$ cat config.mk
export PLATFORM = sky130hd
export DESIGN_NAME = vid_stream_parser
export DESIGN_NICKNAME = d
export VERILOG_FILES = /design/src/rtl/vsp_pkg.sv /design/src/rtl/vsp_trc_detect.sv /design/src/rtl/vsp_packer.sv /design/src/rtl/vid_stream_parser.sv
export SDC_FILE = /design/constraint.sdc
export NUM_CORES = 1
export LEC_CHECK = 0
export ABC_CLOCK_PERIOD_IN_PS = 4050
export BUFFER_PORTS_ARGS = -buffer_cell sky130_fd_sc_hd__buf_2
export CAP_MARGIN = 0
export CORE_MARGIN = 5
export CORE_UTILIZATION = 59
export CTS_CLUSTER_SIZE = 8
export DETAILED_ROUTE_END_ITERATION = 16
export GPL_ROUTABILITY_DRIVEN = 0
export PLACE_DENSITY_LB_ADDON = 0.15
export SLEW_MARGIN = 20
export SYNTH_ARGS = -nofsm -noshare
export SYNTH_HDL_FRONTEND = slang
export SYNTH_SLANG_ARGS = --single-unit
$ cat constraint.sdc
create_clock -name clk -period 4.05 [get_ports clk]
set_input_delay 0 -clock clk [delete_from_list [all_inputs] [get_ports clk]]
set_output_delay 0 -clock clk [all_outputs]
set_load 0.03 [all_outputs]
$ cat src/rtl/vsp_pkg.sv
package vsp_pkg;

   // progress through the three-byte preamble that precedes a status byte
   typedef enum logic [1:0] {
      PRE_NONE  = 2'd0,
      PRE_ONES  = 2'd1,
      PRE_ZERO1 = 2'd2,
      PRE_ZERO2 = 2'd3
   } pre_state_t;

   // status flags carried by the last accepted reference
   typedef struct packed {
      logic fld;
      logic vbl;
      logic hbl;
   } trc_flags_t;

   function automatic pre_state_t pre_next(pre_state_t cur, logic is_ones, logic is_zero);
      pre_state_t nxt;
      if (is_ones)
         nxt = PRE_ONES;
      else begin
         unique case (cur)
            PRE_ONES:  nxt = is_zero ? PRE_ZERO1 : PRE_NONE;
            PRE_ZERO1: nxt = is_zero ? PRE_ZERO2 : PRE_NONE;
            default:   nxt = PRE_NONE;
         endcase
      end
      return nxt;
   endfunction

endpackage

$ cat src/rtl/vsp_trc_detect.sv
module vsp_trc_detect
   import vsp_pkg::*;
#(
   parameter int BYTE_W = 8
) (
   input  logic              clk,
   input  logic              rst,
   input  logic [BYTE_W-1:0] din,
   output trc_flags_t        flags,
   output logic              win_open,
   output logic              win_close
);

   localparam int MARK_BIT = BYTE_W - 1;
   localparam int FLD_BIT  = BYTE_W - 2;
   localparam int VBL_BIT  = BYTE_W - 3;
   localparam int HBL_BIT  = BYTE_W - 4;

   pre_state_t st;
   logic       is_ones, is_zero, status_hit;

   assign is_ones    = (din == {BYTE_W{1'b1}});
   assign is_zero    = (din == {BYTE_W{1'b0}});
   assign status_hit = (st == PRE_ZERO2) && din[MARK_BIT];
   assign win_close  = win_open && is_ones;

   always_ff @(posedge clk) begin
      if (rst) begin
         st       <= PRE_NONE;
         flags    <= '{fld: 1'b0, vbl: 1'b1, hbl: 1'b1};
         win_open <= 1'b0;
      end else begin
         st <= pre_next(st, is_ones, is_zero);
         if (status_hit) begin
            flags.fld <= din[FLD_BIT];
            flags.vbl <= din[VBL_BIT];
            flags.hbl <= din[HBL_BIT];
            win_open  <= !din[HBL_BIT] && !din[VBL_BIT];
         end else if (win_close) begin
            win_open  <= 1'b0;
         end
      end
   end

   // flags change only right after a full preamble
   a_r2_flags_need_preamble: assert property (@(posedge clk) disable iff (rst)
      !$stable(flags) |-> $past(st == PRE_ZERO2));

   // status byte lacking its marker bit leaves flags alone
   a_r3_unmarked_ignored: assert property (@(posedge clk) disable iff (rst)
      (st == PRE_ZERO2 && !din[MARK_BIT]) |=> $stable(flags) && !$rose(win_open));

   // an all-ones byte inside the window shuts it
   a_r8_ones_closes: assert property (@(posedge clk) disable iff (rst)
      (win_open && is_ones) |=> !win_open);

endmodule

$ cat src/rtl/vsp_packer.sv
module vsp_packer #(
   parameter int BYTE_W    = 8,
   parameter int LANES     = 4,
   parameter bit FIRST_MSB = 1'b1,
   localparam int WORD_W   = BYTE_W * LANES,
   localparam int LANE_W   = $clog2(LANES)
) (
   input  logic              clk,
   input  logic              rst,
   input  logic              take,
   input  logic              flush,
   input  logic [BYTE_W-1:0] din,
   output logic [WORD_W-1:0] word,
   output logic              word_vld
);

   logic [LANE_W-1:0] lane;
   logic [BYTE_W-1:0] hold [LANES-1];
   logic [WORD_W-1:0] assembled;
   logic              last;

   assign last = (lane == LANE_W'(LANES - 1));

   for (genvar gi = 0; gi < LANES; gi++) begin : g_lane
      logic [BYTE_W-1:0] b;
      if (gi == LANES - 1) begin : g_cur
         assign b = din;
      end else begin : g_held
         assign b = hold[gi];
      end
      if (FIRST_MSB) begin : g_msb
         assign assembled[(LANES-1-gi)*BYTE_W +: BYTE_W] = b;
      end else begin : g_lsb
         assign assembled[gi*BYTE_W +: BYTE_W] = b;
      end
   end

   always_ff @(posedge clk) begin
      if (take && !last)
         hold[lane[LANE_W-1:0]] <= din;
   end

   always_ff @(posedge clk) begin
      if (rst) begin
         lane     <= '0;
         word     <= '0;
         word_vld <= 1'b0;
      end else begin
         word_vld <= 1'b0;
         if (flush) begin
            lane <= '0;
         end else if (take) begin
            if (last) begin
               word     <= assembled;
               word_vld <= 1'b1;
               lane     <= '0;
            end else begin
               lane <= lane + 1'b1;
            end
         end
      end
   end

   // strobe lasts one cycle and follows an accepted byte
   a_r4_single_strobe: assert property (@(posedge clk) disable iff (rst)
      word_vld |=> !word_vld);
   a_r4_strobe_after_take: assert property (@(posedge clk) disable iff (rst)
      word_vld |-> $past(take));

   // a flush never yields a word in the next cycle
   a_r9_flush_no_word: assert property (@(posedge clk) disable iff (rst)
      flush |=> !word_vld);

endmodule

$ cat src/rtl/vid_stream_parser.sv
module vid_stream_parser
   import vsp_pkg::*;
#(
   parameter int BYTE_W    = 8,
   parameter int LANES     = 4,
   parameter bit FIRST_MSB = 1'b1,
   localparam int WORD_W   = BYTE_W * LANES
) (
   input  logic              clk,
   input  logic              rst,
   input  logic [BYTE_W-1:0] vid_byte,
   output logic [WORD_W-1:0] pix_word,
   output logic              pix_valid,
   output logic              field_id,
   output logic              vblank,
   output logic              hblank
);

   if (BYTE_W < 8) begin : g_chk_byte
      $error("BYTE_W must be at least 8 to hold the status flags");
   end
   if (LANES < 2 || (LANES % 2) != 0) begin : g_chk_lanes
      $error("LANES must be an even number of at least 2");
   end

   trc_flags_t flags;
   logic       win_open, win_close, take, flush;

   vsp_trc_detect #(.BYTE_W(BYTE_W)) u_detect (
      .clk       (clk),
      .rst       (rst),
      .din       (vid_byte),
      .flags     (flags),
      .win_open  (win_open),
      .win_close (win_close)
   );

   assign take  = win_open && !win_close;
   assign flush = !take;

   vsp_packer #(.BYTE_W(BYTE_W), .LANES(LANES), .FIRST_MSB(FIRST_MSB)) u_pack (
      .clk      (clk),
      .rst      (rst),
      .take     (take),
      .flush    (flush),
      .din      (vid_byte),
      .word     (pix_word),
      .word_vld (pix_valid)
   );

   assign field_id = flags.fld;
   assign vblank   = flags.vbl;
   assign hblank   = flags.hbl;

   // words appear only on visible, active lines
   a_r5_no_word_vblank: assert property (@(posedge clk) disable iff (rst)
      pix_valid |-> !vblank);
   a_r6_no_word_hblank: assert property (@(posedge clk) disable iff (rst)
      pix_valid |-> !hblank);

   // reset state checked at every edge in reset
   always_ff @(posedge clk) begin
      if (rst) begin
         a_r1_reset_idle: assert (!pix_valid || $isunknown(pix_valid));
      end
   end

endmodule

==> results.yml, run 1 <==
cts:
  clk_pin_slew_worst_paths_ps: 60
  cts_resized: 0
  clock_sinks: 65
  root_buffer: "clkbuf_8"
  cts_made_buffers: 9
  clk_latency_ps: 330
  cts-htree-levels: 3
  tritoncts: "built"
  cts.path.max_buffers: 2
timing:
  tightestPinTransition_ps: 950
  fin_ws_ps: 2050
  hold_viol_final: 0
  holdWs_ps: 28.5
  skew_ps: 7.20
  setup_viol_count_final: 0
  setup_tns_ps: 0
  fmax_mhz: 499
  rsz0062_at_grt: "false"
  fin_crit_sh_pct: 49.4
  layout_min_cycle_time_ps: 2000
  max_slew_margin_pct: 35.7
  maxSlewViolCount: 0
synthesis:
  synth-compound-area-share_pct: 2.62
  synth_cells: 213
  avgSynthCellArea_um2: 12.6
  synthSimpleGateAreaFrac_pct: 20.5
  synth_xor_area_share_pct: 0
  synthAdderAreaFrac_pct: 3.27
  yosysSeqAreaShare_pct: 57.6
  yosysWarnings: 0
  syn-num-nets: 230
  synth_edf_count: 24
  syn_area_um2: 2680
  synth_top_family_by_area: "simple AND/OR/NAND/NOR gates"
  synthTopCellsByCount: "nand2b_1 (62), dfxtp_1 (41), mux2i_1 (32), edfxtp_1 (24), clkbuf_1 (8)"
  async_flop_share_pct: 0
  synth.distinct_cells: 26
  ys_ff_latch: 65
  yosysMostFrequentCell: "nand2b_1"
  synth_area_leaders: "dfxtp_1 (31%), edfxtp_1 (27%), nand2b_1 (14%), mux2i_1 (12%), ha_1 (3.3%)"
  synth_top_area_share_pct: 30.7
  yosysTopAreaCell: "dfxtp_1"
  synth_mux_area_share_pct: 12.0
  ys.flop_type: "dfxtp_1"
power_and_ir_drop:
  power_frac_clock_pct: 40.1
  switchingPower_mw: 0.251
  comb_power_share_pct: 3.6
  p_leak_nw: 1.44
  power_mw: 1.20
  p_per_area_nw_per_um2: 381
  peakVddDrop_uv: 238
  swShare_pct: 20.9
  p_seq_share_pct: 56.3
  p_int_mw: 0.949
grt:
  grt_pass1_wl_um: 7880
  grt_max_degree: 74
  grtUsageTotal_pct: 16.8
  first_global_vias: 1587
  antenna_found_initial: 0
  gr-total-overflow: 0
finish:
  drive_gt1_share_pct: 24.6
  finalNetCount: 284
  n_fill_cell: 327
  area.growth.synth_to_final_pct: 17.6
  postLayoutCoreUtil_pct: 71.8
  num_antenna_cells: 0
  multi_input_area_um2: 1040
  seqCellArea_um2: 1540
floorplan:
  num_rows: 24
  ios: 46
  die_y_um: 77.4
  core_area_um2: 4380
  die_x_um: 77.4
  die_area_um2: 5990
  initial_core_util_pct: 61.1
outcome:
  status: "finished, final reports clean"
worst_setup_path:
  worstSetupEndpointType: "flop"
  crit_type: "in -> reg"
  start_kind: "input port"
  required_ps: 4310
  reg2reg_depth: 2
  cp_max_fo: 19
  critPathArrivalTime_ps: 2260
placed_design:
  place.port_buffers: 45
  dp_slack_ps: 2110
  hpwl_um: 3050
drt:
  vias: 1642
  ant_nets: 0
  wl_met2_um: 2170
  drtIter0Drc: 97
  wl_um: 4670
  wl_met3_um: 230
  drc: 0
  vias_per_cell: 5.07
  firstDrtPassIters: 4
  highest_layer: "met4"
  drt-met1-wl_um: 2200
  wire_per_inst_um: 14.4
job:
  drv_cap: 0
min_path:
  hold_path_class: "in -> reg"
  min_path_cells: 1
cell type report:
| class | instances | area share (%) |
|---|---|---|
| Clock inverter | 3 | 0.477 |
| Sequential cell | 65 | 48.9 |
| Inverter | 5 | 0.596 |
| Multi-Input combinational cell | 132 | 33.0 |
| Clock buffer | 13 | 5.05 |
| Timing Repair Buffer | 54 | 9.85 |
| Tap cell | 52 | 2.07 |
routing by layer:
metal | track usage (%) | vias up
met5 | 0 | -
met4 | 7.04 | 0
met3 | 5.21 | 8
met2 | 25.8 | 32
met1 | 22.1 | 767
li1 | - | 835
power by group through the flow:
stage	Combinational, mW	Clock (mW)	Sequential [mW]
floorplan	0.0221	0	0.691
global placement	0.0384	0	0.691
detailed placement	0.0379	0	0.691
CTS	0.0431	0.495	0.676
global route	0.0475	0.534	0.675
finish	0.0430	0.481	0.676
critical path: stages:
cell,delay (ps)
dlygate4sd3_1,550
buf_2,190
nand4_1,250
o211ai_4,610
buf_4,430
mux2i_1,220
registers in the layout, summed over array words and instances, names as in the netlist:
name               flops
u_detect.win_open      1
u_pack.word            8
pix_word              24
u_detect.flags         3
u_detect.st            2
u_pack.hold           24
u_pack.word_vld        1
u_pack.lane            2
what timing repair did:
action | 4_1_cts | 5_1_grt
endpoints found under the setup margin | 0 | 0
hold buffers | 7 | 0
setup buffers | 0 | 0
hold endpoints to repair | 22 | 0
logic make-up (layout without fill, tap and decap cells):
group | Yosys count | after routing
compound gates | 8 | 8
fa+ha+maj | 7 | 7
simple gates | 85 | 85
mux | 32 | 32
buf+inv | 16 | 75
flops | 65 | 65
final timing paths:
path                                         from                 to  slack, ps
worst min register to register  u_detect.flags[0]  u_detect.flags[0]        460
worst max register to register     u_pack.lane[0]  u_pack.hold[2][7]       2120
worst min-delay path                  vid_byte[7]  u_pack.hold[1][7]         30
worst max-delay path                  vid_byte[3]       pix_word[24]       2050
placed cells by master (no fill, tap or decap), types with 3 or more instances in the layout:
cell and count:
clkinv_2 3, mux2i_1 32, dfxtp_1 41, dlygate4sd3_1 7
edfxtp_1 24, nor2_1 3, nor4_1 3, nand3_1 3
nand2b_1 62, clkbuf_8 11, ha_1 7, inv_1 5
buf_2 45
metrics by stage:
step	area [um2]	instances
2_1_floorplan	2680	213
3_3_place_gp	2910	301
5_1_grt	3150	324
3_5_place_dp	2910	301
4_1_cts	3150	324
6_report	3150	324
Power figures use the tool's default switching activity.
==> run 2, diff against run 1 <==
ABC_AREA = 1   (was not set)
ABC_CLOCK_PERIOD_IN_PS = 1950   (was 4050)
CORE_UTILIZATION = 56   (was 59)
clock period = 1.95 ns   (was 4.05 ns; I/O delays follow)
==> run 2 against run 1 <==
Cell area grew 8.0%. Global-route usage grew 2.7 points. Flip-flop and latch count is the same. Critical endpoint is now u_pack.word[0]. Largest power group unchanged. Highest routed layer unchanged.
==> results.yml, run 2 <==
drt:
  wire_per_inst_um: 11.7
  vias: 2245
  wl_um: 5750
  firstDrtPassIters: 4
  drtIter0Drc: 135
  vias_per_cell: 4.56
  ant_nets: 0
  drc: 0
timing:
  maxSlewViolCount: 0
  skew_ps: 4.41
  rsz0062_at_grt: "false"
  max_slew_margin_pct: 61.3
  tightestPinTransition_ps: 580
  layout_min_cycle_time_ps: 1590
  setup_tns_ps: 0
  holdWs_ps: 421
  fin_crit_sh_pct: 81.7
  fmax_mhz: 628
  hold_viol_final: 0
  setup_viol_count_final: 0
synthesis:
  yosysMostFrequentCell: "inv_1"
  synth_edf_count: 24
  syn_area_um2: 2890
  ys.flop_type: "dfxtp_1"
  async_flop_share_pct: 0
  synthAdderAreaFrac_pct: 3.03
  synth_top_family_by_area: "simple AND/OR/NAND/NOR gates"
  synth_area_leaders: "dfxtp_1 (28%), edfxtp_1 (25%), inv_1 (14%), nand2_1 (10%), nand4_1 (7.1%)"
  synth_xor_area_share_pct: 0
  synth-compound-area-share_pct: 1.38
  avgSynthCellArea_um2: 8.01
  syn-num-nets: 378
  synth_cells: 361
  synth_mux_area_share_pct: 0
  yosysWarnings: 0
  synthSimpleGateAreaFrac_pct: 24.4
  synthTopCellsByCount: "inv_1 (106), nand2_1 (78), dfxtp_1 (41), nor2_1 (41), nand4_1 (33)"
  yosysSeqAreaShare_pct: 53.3
  ys_ff_latch: 65
  synth.distinct_cells: 20
  synth_top_area_share_pct: 28.4
  yosysTopAreaCell: "dfxtp_1"
floorplan:
  die_x_um: 81.9
  initial_core_util_pct: 57.0
  die_y_um: 81.9
  die_area_um2: 6700
  core_area_um2: 5070
  ios: 46
  num_rows: 26
worst_setup_path:
  cp_cell_sequence: "ha_1 -> buf_4 -> nand3_4 -> nand2_1 -> inv_1 -> nor2_1"
  reg2reg_from: "u_pack.lane[0]"
  cp_max_fo: 33
  crit_type: "reg -> reg"
  worstSetupEndpointType: "flop"
  reg2reg_slack_ps: 360
  start_kind: "flop"
  critPathArrivalTime_ps: 1860
  reg2reg_to: "u_pack.word[0]"
  reg2reg_depth: 6
  cp_slowest_cell: "dfxtp_1"
  required_ps: 2220
  cp.depth: 6
  critPathTopFamily: "simple AND/OR/NAND/NOR gates"
  crit_buf_inv: 2
  slowest_delay_ps: 370
cts:
  clk_pin_slew_worst_paths_ps: 60
  root_buffer: "clkbuf_8"
  clk_latency_ps: 330
  cts-htree-levels: 3
  cts.path.max_buffers: 2
  cts_made_buffers: 9
  cts_resized: 0
  clock_sinks: 65
  tritoncts: "built"
power_and_ir_drop:
  p_per_area_nw_per_um2: 718
  switchingPower_mw: 0.527
  p_seq_share_pct: 57.5
  power_mw: 2.44
  peakVddDrop_uv: 701
  p_int_mw: 1.91
  comb_power_share_pct: 3.3
  power_frac_clock_pct: 39.2
  swShare_pct: 21.6
  p_leak_nw: 1.72
grt:
  gr-total-overflow: 0
  grtUsageTotal_pct: 19.5
  antenna_found_initial: 0
  grt_max_degree: 38
  grt_pass1_wl_um: 9600
  first_global_vias: 2122
placed_design:
  place.port_buffers: 45
  hpwl_um: 3980
  dpl_cell_area_um2: 3150
  dpl.cell_count: 467
finish:
  num_antenna_cells: 0
  final_cell_count_no_fill: 492
  layout_commonest_cell: "inv_1"
  finalNetCount: 434
  drive_gt1_share_pct: 16.6
  mostFrequentLayoutCells: "inv_1 (106), nand2_1 (78), buf_2 (45)"
  area.growth.synth_to_final_pct: 17.6
  n_fill_cell: 458
  fin_area_um2: 3400
min_path:
  hold_path_class: "in -> reg"
  min_path_cells: 3
  hold_end: "u_pack.word_vld"
  worstHoldStart: "rst"
job:
  drv_cap: 0
outcome:
  status: "finished, final reports clean"
[run 2: changes by cell type in the layout (fill, tap and decap cells not counted), sizes merged, moves of 3 or more]
| cell | before | now |
|---|---|---|
| nand2b | 62 | 0 |
| nand2 | 2 | 79 |
| nor4bb | 3 | 0 |
| buf | 47 | 53 |
| inv | 5 | 107 |
| nand4 | 2 | 33 |
| nor4 | 3 | 0 |
| nor2 | 3 | 43 |
| mux2i | 32 | 0 |
[run 2: worst register-to-register path, cell delays in order, from the launching register on]
cell	delay (ps)
dfxtp_1	370
ha_1	210
buf_4	260
nand3_4	340
nand2_1	180
inv_1	60
nor2_1	100
[run 2: cell families (layout without fill, tap and decap cells)]
| group | count (synthesis) | after routing |
|---|---|---|
| buf+inv | 124 | 185 |
| fa+ha+maj | 7 | 7 |
| compound gates | 7 | 7 |
| simple gates | 158 | 158 |
| flops | 65 | 65 |
[run 2: routing by layer]
metal	wire length [um]	up-vias	global-route usage [%]
li1	-	1187	-
met1	2560	998	23.8
met2	2830	51	32.4
met3	264	9	3.62
met4	91	0	10.5
met5	0	-	0
[run 2: through the flow]
step,setup slack [ps],utilization [%]
after floorplan,360,-
after global placement,437,62.0
after detailed placement,369,62.0
after CTS,326,67.0
after global routing,177,67.0
final,357,67.0
[run 2: how the worst max path moves through the flow]
stage	startpoint	to	slack, ps
global placement	u_pack.lane[0]	u_pack.word[2]	440
detailed placement	u_pack.lane[0]	pix_word[23]	370
floorplan	u_pack.lane[0]	u_pack.hold[0][0]	360
finish	u_pack.lane[0]	u_pack.word[0]	360
CTS	u_pack.lane[0]	u_pack.word[0]	330
global route	u_pack.lane[0]	pix_word[16]	180
[run 2: cell type report]
type                       instances  area [um2]  share of cell area (%)
clock buffer                      11         141                    4.16
clock inverter                     5        21.3                   0.625
inverter                         107         402                    11.8
multi-input combinational        172         832                    24.5
sequential                        65        1540                    45.3
tap                               70        87.6                    2.58
timing repair buffer              62         375                    11.0
[run 2: repair_timing]
| item | in CTS | in global routing |
|---|---|---|
| setup buffers | 0 | 0 |
| hold endpoints to repair | 27 | 0 |
| hold buffers | 9 | 0 |
[run 2: power by group through the flow]
stage / combinational [mW] / clock, mW / sequential, mW
final: 0.0794 / 0.957 / 1.40
after global routing: 0.0898 / 1.04 / 1.40
after CTS: 0.0798 / 0.983 / 1.40
after detailed placement: 0.0660 / 0 / 1.43
after global placement: 0.0654 / 0 / 1.43
after floorplan: 0.0363 / 0 / 1.43
